`config.mk`:
```
export PLATFORM = sky130hd
export DESIGN_NAME = adc_cs_sequencer
export DESIGN_NICKNAME = d
export VERILOG_FILES = /design/src/rtl/adc_seq_pkg.sv /design/src/rtl/adc_sck_gen.sv /design/src/rtl/adc_shift_in.sv /design/src/rtl/adc_cs_sequencer.sv
export SDC_FILE = /design/constraint.sdc
export NUM_CORES = 1
export LEC_CHECK = 0
export BUFFER_PORTS_ARGS = -buffer_cell sky130_fd_sc_hd__buf_2
export CAP_MARGIN = 10
export CORE_UTILIZATION = 35
export DETAILED_ROUTE_END_ITERATION = 8
export GPL_TIMING_DRIVEN = 0
export PLACE_DENSITY_LB_ADDON = 0.15
export SKIP_CTS_REPAIR_TIMING = 1
export SLEW_MARGIN = 15
export SYNTH_ARGS = -nofsm -noshare
export SYNTH_HDL_FRONTEND = slang
export SYNTH_SLANG_ARGS = --single-unit
```
`constraint.sdc`:
```
create_clock -name clk -period 2.8 [get_ports clk]
set_input_delay 0.14 -clock clk [delete_from_list [all_inputs] [get_ports clk]]
set_output_delay 0.14 -clock clk [all_outputs]
set_load 0.005 [all_outputs]
```
`src/rtl/adc_seq_pkg.sv`:
```
package adc_seq_pkg;
  typedef enum logic [1:0] {
    SQ_IDLE,
    SQ_CONV,
    SQ_SHIFT,
    SQ_GAP
  } seq_state_t;
endpackage

```
`src/rtl/adc_sck_gen.sv`:
```
module adc_sck_gen #(
  parameter int HALF = 2
) (
  input  logic clk,
  input  logic rst,
  input  logic run_i,
  output logic sck_o,
  output logic rise_o,
  output logic fall_o
);
  localparam int HW = (HALF > 1) ? $clog2(HALF) : 1;

  logic [HW-1:0] half_cnt;
  logic          tick;

  assign tick   = run_i && (half_cnt == '0);
  assign rise_o = tick && !sck_o;
  assign fall_o = tick && sck_o;

  always_ff @(posedge clk) begin
    if (rst || !run_i) begin
      sck_o    <= 1'b0;
      half_cnt <= HW'(HALF - 1);
    end else if (tick) begin
      sck_o    <= ~sck_o;
      half_cnt <= HW'(HALF - 1);
    end else begin
      half_cnt <= half_cnt - 1'b1;
    end
  end

  AST_SCK_PARKS_LOW: assert property (@(posedge clk) disable iff (rst)
    !run_i |=> !sck_o);
endmodule

```
`src/rtl/adc_shift_in.sv`:
```
module adc_shift_in #(
  parameter int W = 16
) (
  input  logic         clk,
  input  logic         rst,
  input  logic         en_i,
  input  logic         bit_i,
  output logic [W-1:0] word_o
);
  always_ff @(posedge clk) begin
    if (rst)       word_o <= '0;
    else if (en_i) word_o <= {word_o[W-2:0], bit_i};
  end
endmodule

```
`src/rtl/adc_cs_sequencer.sv`:
```
module adc_cs_sequencer
  import adc_seq_pkg::*;
#(
  parameter int N_DEV        = 3,
  parameter int DATA_W       = 16,
  parameter int CONV_CYC     = 10,
  parameter int CLK_DIV      = 2,
  parameter bit CAPTURE_FALL = 1'b0,
  parameter int IDX_W        = (N_DEV > 1) ? $clog2(N_DEV) : 1
) (
  input  logic              clk,
  input  logic              rst,
  input  logic              start_i,
  output logic              cnv_o,
  output logic              sck_o,
  output logic [N_DEV-1:0]  sel_n_o,
  input  logic              sdo_i,
  output logic [DATA_W-1:0] res_data_o,
  output logic [IDX_W-1:0]  res_idx_o,
  output logic              res_valid_o,
  output logic              done_o
);
  localparam int CW    = $clog2(CONV_CYC + 1);
  localparam int FCW   = $clog2(DATA_W + 1);
  localparam int LAST  = N_DEV - 1;

  seq_state_t        state;
  logic [CW-1:0]     conv_cnt;
  logic [FCW-1:0]    fall_cnt;
  logic [IDX_W-1:0]  dev;
  logic [IDX_W-1:0]  dev_nxt;
  logic              rise_now, fall_now, cap_en;
  logic [DATA_W-1:0] cap_word, final_word;

  assign dev_nxt = dev + 1'b1;

  adc_sck_gen #(.HALF(CLK_DIV)) u_sck (
    .clk(clk), .rst(rst), .run_i(state == SQ_SHIFT),
    .sck_o(sck_o), .rise_o(rise_now), .fall_o(fall_now)
  );

  generate
    if (CAPTURE_FALL) begin : g_fall
      assign cap_en     = fall_now;
      assign final_word = {cap_word[DATA_W-2:0], sdo_i};
    end else begin : g_rise
      assign cap_en     = rise_now;
      assign final_word = cap_word;
    end
  endgenerate

  adc_shift_in #(.W(DATA_W)) u_cap (
    .clk(clk), .rst(rst), .en_i(cap_en), .bit_i(sdo_i), .word_o(cap_word)
  );

  always_ff @(posedge clk) begin
    if (rst) begin
      state       <= SQ_IDLE;
      cnv_o       <= 1'b0;
      sel_n_o     <= '1;
      conv_cnt    <= '0;
      fall_cnt    <= '0;
      dev         <= '0;
      res_data_o  <= '0;
      res_idx_o   <= '0;
      res_valid_o <= 1'b0;
      done_o      <= 1'b0;
    end else begin
      res_valid_o <= 1'b0;
      done_o      <= 1'b0;
      case (state)
        SQ_IDLE: begin
          if (start_i) begin
            cnv_o    <= 1'b1;
            conv_cnt <= CW'(CONV_CYC - 1);
            dev      <= '0;
            state    <= SQ_CONV;
          end
        end
        SQ_CONV: begin
          if (conv_cnt == '0) begin
            sel_n_o  <= ~(N_DEV'(1));
            fall_cnt <= '0;
            state    <= SQ_SHIFT;
          end else begin
            conv_cnt <= conv_cnt - 1'b1;
          end
        end
        SQ_SHIFT: begin
          if (fall_now) begin
            fall_cnt <= fall_cnt + 1'b1;
            if (fall_cnt == FCW'(DATA_W - 1)) begin
              sel_n_o     <= '1;
              res_data_o  <= final_word;
              res_idx_o   <= dev;
              res_valid_o <= 1'b1;
              state       <= SQ_GAP;
            end
          end
        end
        SQ_GAP: begin
          if (dev == IDX_W'(LAST)) begin
            cnv_o  <= 1'b0;
            done_o <= 1'b1;
            state  <= SQ_IDLE;
          end else begin
            dev      <= dev_nxt;
            sel_n_o  <= ~(N_DEV'(1) << dev_nxt);
            fall_cnt <= '0;
            state    <= SQ_SHIFT;
          end
        end
        default: state <= SQ_IDLE;
      endcase
    end
  end

  AST_CNV_ALL_DESELECTED: assert property (@(posedge clk) disable iff (rst)
    $rose(cnv_o) |-> (&sel_n_o));
  AST_SELECT_UNDER_CNV: assert property (@(posedge clk) disable iff (rst)
    !(&sel_n_o) |-> cnv_o);
  AST_ONE_SELECTED: assert property (@(posedge clk) disable iff (rst)
    $onehot0(~sel_n_o));
  AST_SCK_NEEDS_SELECT: assert property (@(posedge clk) disable iff (rst)
    sck_o |-> !(&sel_n_o));
  AST_NO_DIRECT_HANDOFF: assert property (@(posedge clk) disable iff (rst)
    (!(&sel_n_o) && !(&$past(sel_n_o))) |-> (sel_n_o == $past(sel_n_o)));
  AST_VALID_ONE_CYCLE: assert property (@(posedge clk) disable iff (rst)
    res_valid_o |=> !res_valid_o);
  AST_VALID_INDEX: assert property (@(posedge clk) disable iff (rst)
    res_valid_o |-> (res_idx_o <= IDX_W'(LAST)));
  AST_DONE_CNV_LOW: assert property (@(posedge clk) disable iff (rst)
    done_o |-> (!cnv_o && $past(cnv_o)));
endmodule

```
# --- Yosys cells after proc, flatten, opt, wreduce, memory -nomap -nowiden ---
# Index checks and enable logic that the tools add are counted.
# Widths: inputs -> output; s select.
word_totals:
  latch_bits: 0
  romBits: 0
  out_inout_bits: 25
  n_memories: 0
  ram_bits: 0
  register_bits: 55
  in_bits: 4
  wordCells: 83
classes:
  shifts: 1
  n_bitwise: 6
  magnitude_cmp: 0
  n_reduce_logical: 21
  div_mod_pow: 0
  mul: 0
  muxes: 26
  n_addsub: 4
  eq_ne: 12
op_table:
  columns: ["op", "count"]
  rows:
  - ["$mux 5", 3]
  - ["$pmux 5 s3", 1]
  - ["$mux 2", 7]
  - ["$ne 2x2->1 const B", 7]
  - ["$mux 3", 4]
  - ["$reduce_and 3->1", 4]
  - ["$pmux 3 s3", 1]
  - ["$mux 4", 2]
  - ["$pmux 2 s4", 1]
  - ["$pmux 4 s2", 1]
  - ["$reduce_and 4->1", 2]
  - ["$eq 2x2->1 const B", 3]
  - ["$add 5x1->5 const B", 1]
  - ["$eq 5x4->1 const B", 1]
  - ["$not 1->1", 5]
  - ["$reduce_and 5->1", 1]
  - ["$logic_not 4->1", 1]
  - ["$mux 1", 4]
  - ["$pmux 2 s2", 1]
  - ["$reduce_bool 2->1", 2]
  - ["$reduce_or 2->1", 2]
  - ["$sub 4x1->4 const B", 1]
  - ["$logic_and 1x1->1", 3]
  - ["$not 3->3", 1]
  - ["10 further kinds", 11]

# --- Depth between registers and ports, before layout ---
# Gate-level depths: netlist (run 1).
depth:
  depth_word: 5
  mapped_depth: 8
  depth_no_buf: 6

# --- Cells and area by module ---
# From an unflattened synthesis (run 1), not the netlist that was laid out.
hier_totals:
  hier_cells: 257
  hier_area_um2: 2388.5
by_module_without_submodules:
  columns: ["mod", "seq_area_each_um2", "area_per_inst_um2", "cells_each", "instances"]
  rows:
  - ["adc_cs_sequencer", 740.7, 1721.7, 198, 1]
  - ["adc_shift_in", 320.3, 580.6, 52, 1]
  - ["adc_sck_gen", 40.0, 86.3, 7, 1]

# --- Worst setup path before layout (run 1) ---
# OpenSTA, ideal clock, no wires.
synth_path:
  path_type: "flip-flop to flip-flop"
  startpoint: "register fall_cnt[0]"
  endpoint: "register sel_n_o[2]"
  slack_ns: 1.189
  path_buffers: 1
  setup_ns: 0.114
  period_less_slack_ns: 1.611
  t_arrival_ns: 1.497
  required_time_ns: 2.686
  path_stages_with_launch: 8
  cell_sequence: "dfxtp_1 > ha_1 > and3_1 > ha_1 > nand3_1 > buf_2 > nand3b_1 > a21o_1"
synth_between:
  elab_chain_len: 3
synth_lines:
  columns: ["element", "line", "rtl"]
  rows:
  - ["from (decl)", "adc_cs_sequencer.sv:29", "logic [FCW-1:0] fall_cnt;"]
  - ["from (signal assigned)", "adc_cs_sequencer.sv:91", "fall_cnt <= fall_cnt + 1'b1;"]
  - ["$eq 5x4->1", "adc_cs_sequencer.sv:92", "if (fall_cnt == FCW'(DATA_W - 1)) begin"]
  - ["$ne 2x2->1 (no line)", null, null]
  - ["$reduce_and 5->1 (no line)", null, null]
  - ["to (signal assigned)", "adc_cs_sequencer.sv:82", "sel_n_o <= ~(N_DEV'(1));"]
  - ["to (signal assigned)", "adc_cs_sequencer.sv:108", "sel_n_o <= ~(N_DEV'(1) << dev_nxt);"]
  - ["to (decl)", "adc_cs_sequencer.sv:16", "output logic [N_DEV-1:0] sel_n_o,"]
# Every way passes these cells.
# A chain may end at the register's enable or synchronous reset.

# --- Worst setup path in the final report (run 1) ---
layout_path:
  startpoint: "register fall_cnt[0]"
  endpoint: "register res_data_o[12]"
layout_between:
  elab_chain_len: 2
layout_lines:
  columns: ["element", "line", "rtl"]
  rows:
  - ["$eq 5x4->1", "adc_cs_sequencer.sv:92", null]
  - ["$reduce_and 3->1 (no line)", null, null]
  - ["to (signal assigned)", "adc_cs_sequencer.sv:94", "res_data_o <= final_word;"]
  - ["to (decl)", "adc_cs_sequencer.sv:18", "output logic [DATA_W-1:0] res_data_o,"]
# Every way passes these cells.

==> impl_metrics.ini, run 1 <==
[logic_synthesis]
async_flop_share_pct = 0
ys_top_cells_by_area = dfxtp_1, nand2_1, a21oi_1
avgSynthCellArea_um2 = 8.40
synth-main-ff-cell = dfxtp_1
yosysWarnings = 0
yosysTopAreaCellShare_pct = 47.5
syn_inst = 276
seq_area_frac_synth_pct = 47.5
synth-seq-cells = 55
yosysTopAreaCell = dfxtp_1
synthesis.nets = 288
ys_types = 45
synth_area_mm2 = 0.00232
synth_edf_count = 0

[run]
max_cap_violations = 0

[sta]
layout_setup_ws_ns = 0.915
skew_ns = 0.00890
fin_crit_sh_pct = 67.3
fin_hold_ws_ns = 0.0640
setup_viol = 0
report.final.hold_viol_count = 0
fmax_ghz = 0.530
setup_tns_ns = 0
layout_min_cycle_time_ns = 1.89
tightest_slew_ns = 0.583
maxSlewViolCount = 0
rsz0062_at_grt = false
relSlewSlack_pct = 61.2

[placement]
place_ws_ns = 0.913
gp_congestion = 0.728
port_buffers = 27
place_area_mm2 = 0.00255
dp_cells = 380
dp_hpwl_um = 3400

[floorplanning]
rows = 29
design.core.area_mm2 = 0.00639
initial_core_util_pct = 36.3
die_h_um = 83.4
die_w_um = 83.4
ios = 29
die-area_mm2 = 0.00695

[finish]
fill_cells = 687
most-common-layout-cells = nand2_1, dfxtp_1, a21oi_1, buf_2, clkbuf_1
multi_input_area_mm2 = 0.00108
area_delta_synth_final_pct = 13.9
final_nets = 322
design_area_mm2 = 0.00264
n_antenna_cell = 0
drive_gt1_share_pct = 16.4
final_common_cell = nand2_1
final-seq-area_mm2 = 0.00110
final_util_pct = 41.3
fin_cells = 388

[global_route]
grt_pass1_vias = 1866
grt_pass1_wl_um = 8870
grt_max_degree = 18
track_usage_pct = 15.7
antenna_found_initial = 0
grt-ovfl-total = 0

[clock_network]
clock_tree.root_cell = clkbuf_8
clkTransAtPathRegs_ns = 0.10
clkLatencyLatePin_ns = 0.31
numCtsBuffers = 5
cts_sinks = 55
clockBufferDepth = 2
cts_tree = built
cts_max_level = 2

[hold_path]
hold_start = sdo_i
hold_class = in -> reg
min_path_cells = 3
min_to = u_cap.word_o[0]$_SDFFE_PP0P_

[worst_setup_path]
crit_required_ns = 3.04
slowest_stage = clkbuf_1
worstReg2RegEnd = res_data_o[12]$_SDFFE_PP0P_
rrSetupSlack_ns = 0.91
critPathMaxStageDelay_ns = 0.42
crit_buf_inv = 1
worst-r2r-cell-count = 7
crit_arrival_ns = 2.13
path_max_fanout = 10
critPathLaunchType = register
crit_top_cell = ha_1
endpoint_kind = register
path_delay_family = simple AND/OR/NAND/NOR gates
path_cells = ha_1 -> and3_1 -> ha_1 -> nand3_1 -> clkbuf_1 -> nand2_1 -> a21oi_1
critPathKind = reg -> reg
r2r-start = fall_cnt[0]$_SDFFE_PP0P_

[routing]
routedWlPerCell_um = 12.8
vias = 1908
drt_wl_total_um = 4980
met3_length_um = 233
remaining_drc_errors = 0
drtPass1Iterations = 4
viasPerCell = 4.92
drt_iter0_drc = 69
wl_met1_um = 2550
drtAntennaViolNets = 0
wl_met2_um = 2150
top_layer_used = met4

[pwr]
power_mw = 1.42
p_leak_nw = 0.966
irDropWorstVdd_v = 0.000222
power_density_mw_per_mm2 = 537

[outcome]
status = completed
==> power by group <==
group,switching (mW),internal (mW)
clock network,0.261,0.180
logic,0.0985,0.0663
registers,0.0149,0.798
==> registers in the layout, summed over array words and instances (netlist names) <==
name,cells
conv_cnt,4
done_o,1
res_idx_o,2
dev,2
res_valid_o,1
u_cap.word_o,16
res_data_o,16
u_sck.sck_o,1
state,2
cnv_o,1
u_sck.half_cnt,1
fall_cnt,5
sel_n_o,3
==> cell usage after synthesis (2+ instances only) <==
master / count
nor2_1: 10
buf_6: 3
inv_1: 6
nand2b_1: 3
nand3b_1: 3
clkbuf_1: 11
a21oi_1: 43
a311oi_1: 2
ha_1: 8
nand3_1: 7
nor3_1: 6
buf_2: 3
and3_1: 2
nor2b_1: 2
nand4_1: 2
xor2_1: 3
nand4b_1: 2
dfxtp_1: 55
nor3b_1: 2
o21ai_0: 3
a21o_1: 2
nand2_1: 74
buf_4: 2
==> cell families after synthesis <==
kind of cell | Yosys count | synth area share [%]
compound gates | 59 | 14.8
xor+xnor | 3 | 1.13
fa+ha+maj | 8 | 4.32
buf+inv | 26 | 5.72
flops | 55 | 47.5
simple gates | 125 | 26.5
==> how the worst max path moves through the flow <==
| stage | start | slack, ns | depth (start not counted) | end |
|---|---|---|---|---|
| 3_3_place_gp | fall_cnt[0]$_SDFFE_PP0P_ | 0.92 | 7 | res_data_o[13]$_SDFFE_PP0P_ |
| 6_report | fall_cnt[0]$_SDFFE_PP0P_ | 0.91 | 7 | res_data_o[12]$_SDFFE_PP0P_ |
| 2_1_floorplan | fall_cnt[0]$_SDFFE_PP0P_ | 1.19 | 7 | sel_n_o[2]$_SDFFE_PP1P_ |
| 3_5_place_dp | fall_cnt[0]$_SDFFE_PP0P_ | 0.91 | 7 | res_data_o[13]$_SDFFE_PP0P_ |
| 5_1_grt | fall_cnt[0]$_SDFFE_PP0P_ | 0.70 | 7 | res_data_o[10]$_SDFFE_PP0P_ |
| 4_1_cts | fall_cnt[0]$_SDFFE_PP0P_ | 0.90 | 7 | res_data_o[13]$_SDFFE_PP0P_ |
==> final cells by class <==
class,instances,area share (%)
inverter,6,0.853
sequential,55,41.7
buffer,20,4.17
clock inverter,2,0.664
multi-input combinational,195,41.1
tap,77,3.65
timing repair buffer,27,5.12
clock buffer,6,2.75
==> layer usage <==
metal  up-vias  GRT usage (%)
met2        41           24.5
met3         5           3.28
met1       864           22.2
met5         -              0
met4         0           3.76
li1        998              -
==> worst min-delay path, stage by stage <==
cell	delay, ns
buf_2	0.10
nand2_1	0.05
a21oi_1	0.05
No activity file was read; power rests on OpenSTA's default activity.
==> inputs of run 2 (changes only) <==
Clock period 2.8 ns to 1.9 ns, I/O delays scaled along.
==> impl_metrics.ini, run 2 (synthesis results as in run 1) <==
[pwr]
netSwitchingPower_uw = 551
p_int_mw = 1.54
power_mw = 2.09
p_leak_nw = 0.974
irDropWorstVdd_v = 0.000329
seq_power_share_pct = 57.2
swShare_pct = 26.3
comb_power_share_pct = 11.8
clkPwrFrac_pct = 31.0
power_density_mw_per_mm2 = 789

[finish]
reg_top3 = res_data_o x16, u_cap.word_o x16, fall_cnt x5
drive_gt1_share_pct = 17.6
most-common-layout-cells = nand2_1, dfxtp_1, a21oi_1, buf_2, clkbuf_1
final_common_cell = nand2_1
n_antenna_cell = 0
fill_cells = 684
final_util_pct = 41.6
area_delta_synth_final_pct = 14.5
final-seq-area_mm2 = 0.00110
multi_input_area_mm2 = 0.00109
final_nets = 323

[sta]
fin_crit_sh_pct = 94.2
fin_hold_ws_ns = 0.0179
fmax_ghz = 0.559
layout_setup_ws_ns = 0.110
relSlewSlack_pct = 61.3
setup_viol = 0
skew_ns = 0.00906
layout_min_cycle_time_ns = 1.79
report.final.hold_viol_count = 0
rsz0062_at_grt = false
setup_tns_ns = 0
tightest_slew_ns = 0.581
maxSlewViolCount = 0

[clock_network]
clkTransAtPathRegs_ns = 0.10
clock_tree.root_cell = clkbuf_8
cts_tree = built
cts_sinks = 55
clockBufferDepth = 2
cts_max_level = 2
numCtsBuffers = 5
clkLatencyLatePin_ns = 0.31

[global_route]
grt_pass1_vias = 1866
track_usage_pct = 15.7
grt-ovfl-total = 0
grt_pass1_wl_um = 8870
antenna_found_initial = 0
grt_max_degree = 18

[floorplanning]
die_h_um = 83.4
design.core.area_mm2 = 0.00639
initial_core_util_pct = 36.3
die_w_um = 83.4
ios = 29
die-area_mm2 = 0.00695
rows = 29

[routing]
wl_met2_um = 2130
met3_length_um = 191
wl_met1_um = 2620
drtAntennaViolNets = 0
remaining_drc_errors = 0
drt_iter0_drc = 80
viasPerCell = 4.92
top_layer_used = met4
drtPass1Iterations = 4
drt_wl_total_um = 4990
vias = 1913
routedWlPerCell_um = 12.8

[worst_setup_path]
crit_start = dev[0]$_SDFFE_PP0P_
cp-endpoint = sel_n_o[0]$_SDFFE_PP1P_
worst-r2r-cell-count = 6
rrSetupSlack_ns = 0.11
critPathKind = reg -> reg
critPathLaunchType = register
path_max_fanout = 8
crit_required_ns = 2.10
endpoint_kind = register
worstReg2RegEnd = sel_n_o[0]$_SDFFE_PP1P_
r2r-start = dev[0]$_SDFFE_PP0P_
crit_arrival_ns = 1.99

[outcome]
status = completed

[hold_path]
hold_class = in -> reg
min_path_cells = 3

[placement]
gp_congestion = 0.728
port_buffers = 27
dp_hpwl_um = 3400
place_ws_ns = 0.0127

[run]
max_cap_violations = 0
[run 2: critical path, cell delays in order, from the launching register on]
cell and delay (ns):
dfxtp_1 0.39, inv_1 0.13, ha_2 0.24, and3b_1 0.24, a21oi_4 0.28, a21oi_2 0.08, a311o_1 0.31
[run 2: how the worst min path moves through the flow]
| stage | start | to | slack (ns) |
|---|---|---|---|
| after floorplan | sdo_i | u_cap.word_o[0]$_SDFFE_PP0P_ | 0.23 |
| after global placement | sdo_i | u_cap.word_o[0]$_SDFFE_PP0P_ | 0.35 |
| after detailed placement | sdo_i | u_cap.word_o[0]$_SDFFE_PP0P_ | 0.35 |
| after CTS | sdo_i | u_cap.word_o[0]$_SDFFE_PP0P_ | 0.01 |
| after global routing | sdo_i | u_cap.word_o[0]$_SDFFE_PP0P_ | 0.02 |
| final | sdo_i | u_cap.word_o[0]$_SDFFE_PP0P_ | 0.02 |
[run 2: stage by stage]
| step | area (um2) | instances |
|---|---|---|
| 2_1_floorplan | 2320 | 276 |
| 3_3_place_gp | 2550 | 380 |
| 3_5_place_dp | 2550 | 380 |
| 4_1_cts | 2640 | 388 |
| 5_1_grt | 2660 | 389 |
| 6_report | 2660 | 389 |
[run 2: area by class of cell]
type	count	share of cell area [%]
Buffer	20	4.29
Clock buffer	6	2.73
Clock inverter	2	0.660
Inverter	6	0.848
Multi-Input combinational cell	195	41.0
Sequential cell	55	41.5
Tap cell	77	3.63
Timing Repair Buffer	28	5.37
[run 2: metal layers]
| metal | track usage (%) | up-vias |
|---|---|---|
| met2 | 24.5 | 36 |
| met1 | 22.2 | 874 |
| met5 | 0 | - |
| met3 | 3.28 | 5 |
| met4 | 3.76 | 0 |
| li1 | - | 998 |
[run 2: power groups by stage]
stage,logic (mW),clock network [mW],registers (mW)
after floorplan,0.186,0,1.22
after global placement,0.245,0,1.22
after detailed placement,0.245,0,1.23
after CTS,0.246,0.683,1.20
after global routing,0.278,0.729,1.20
final,0.248,0.648,1.20
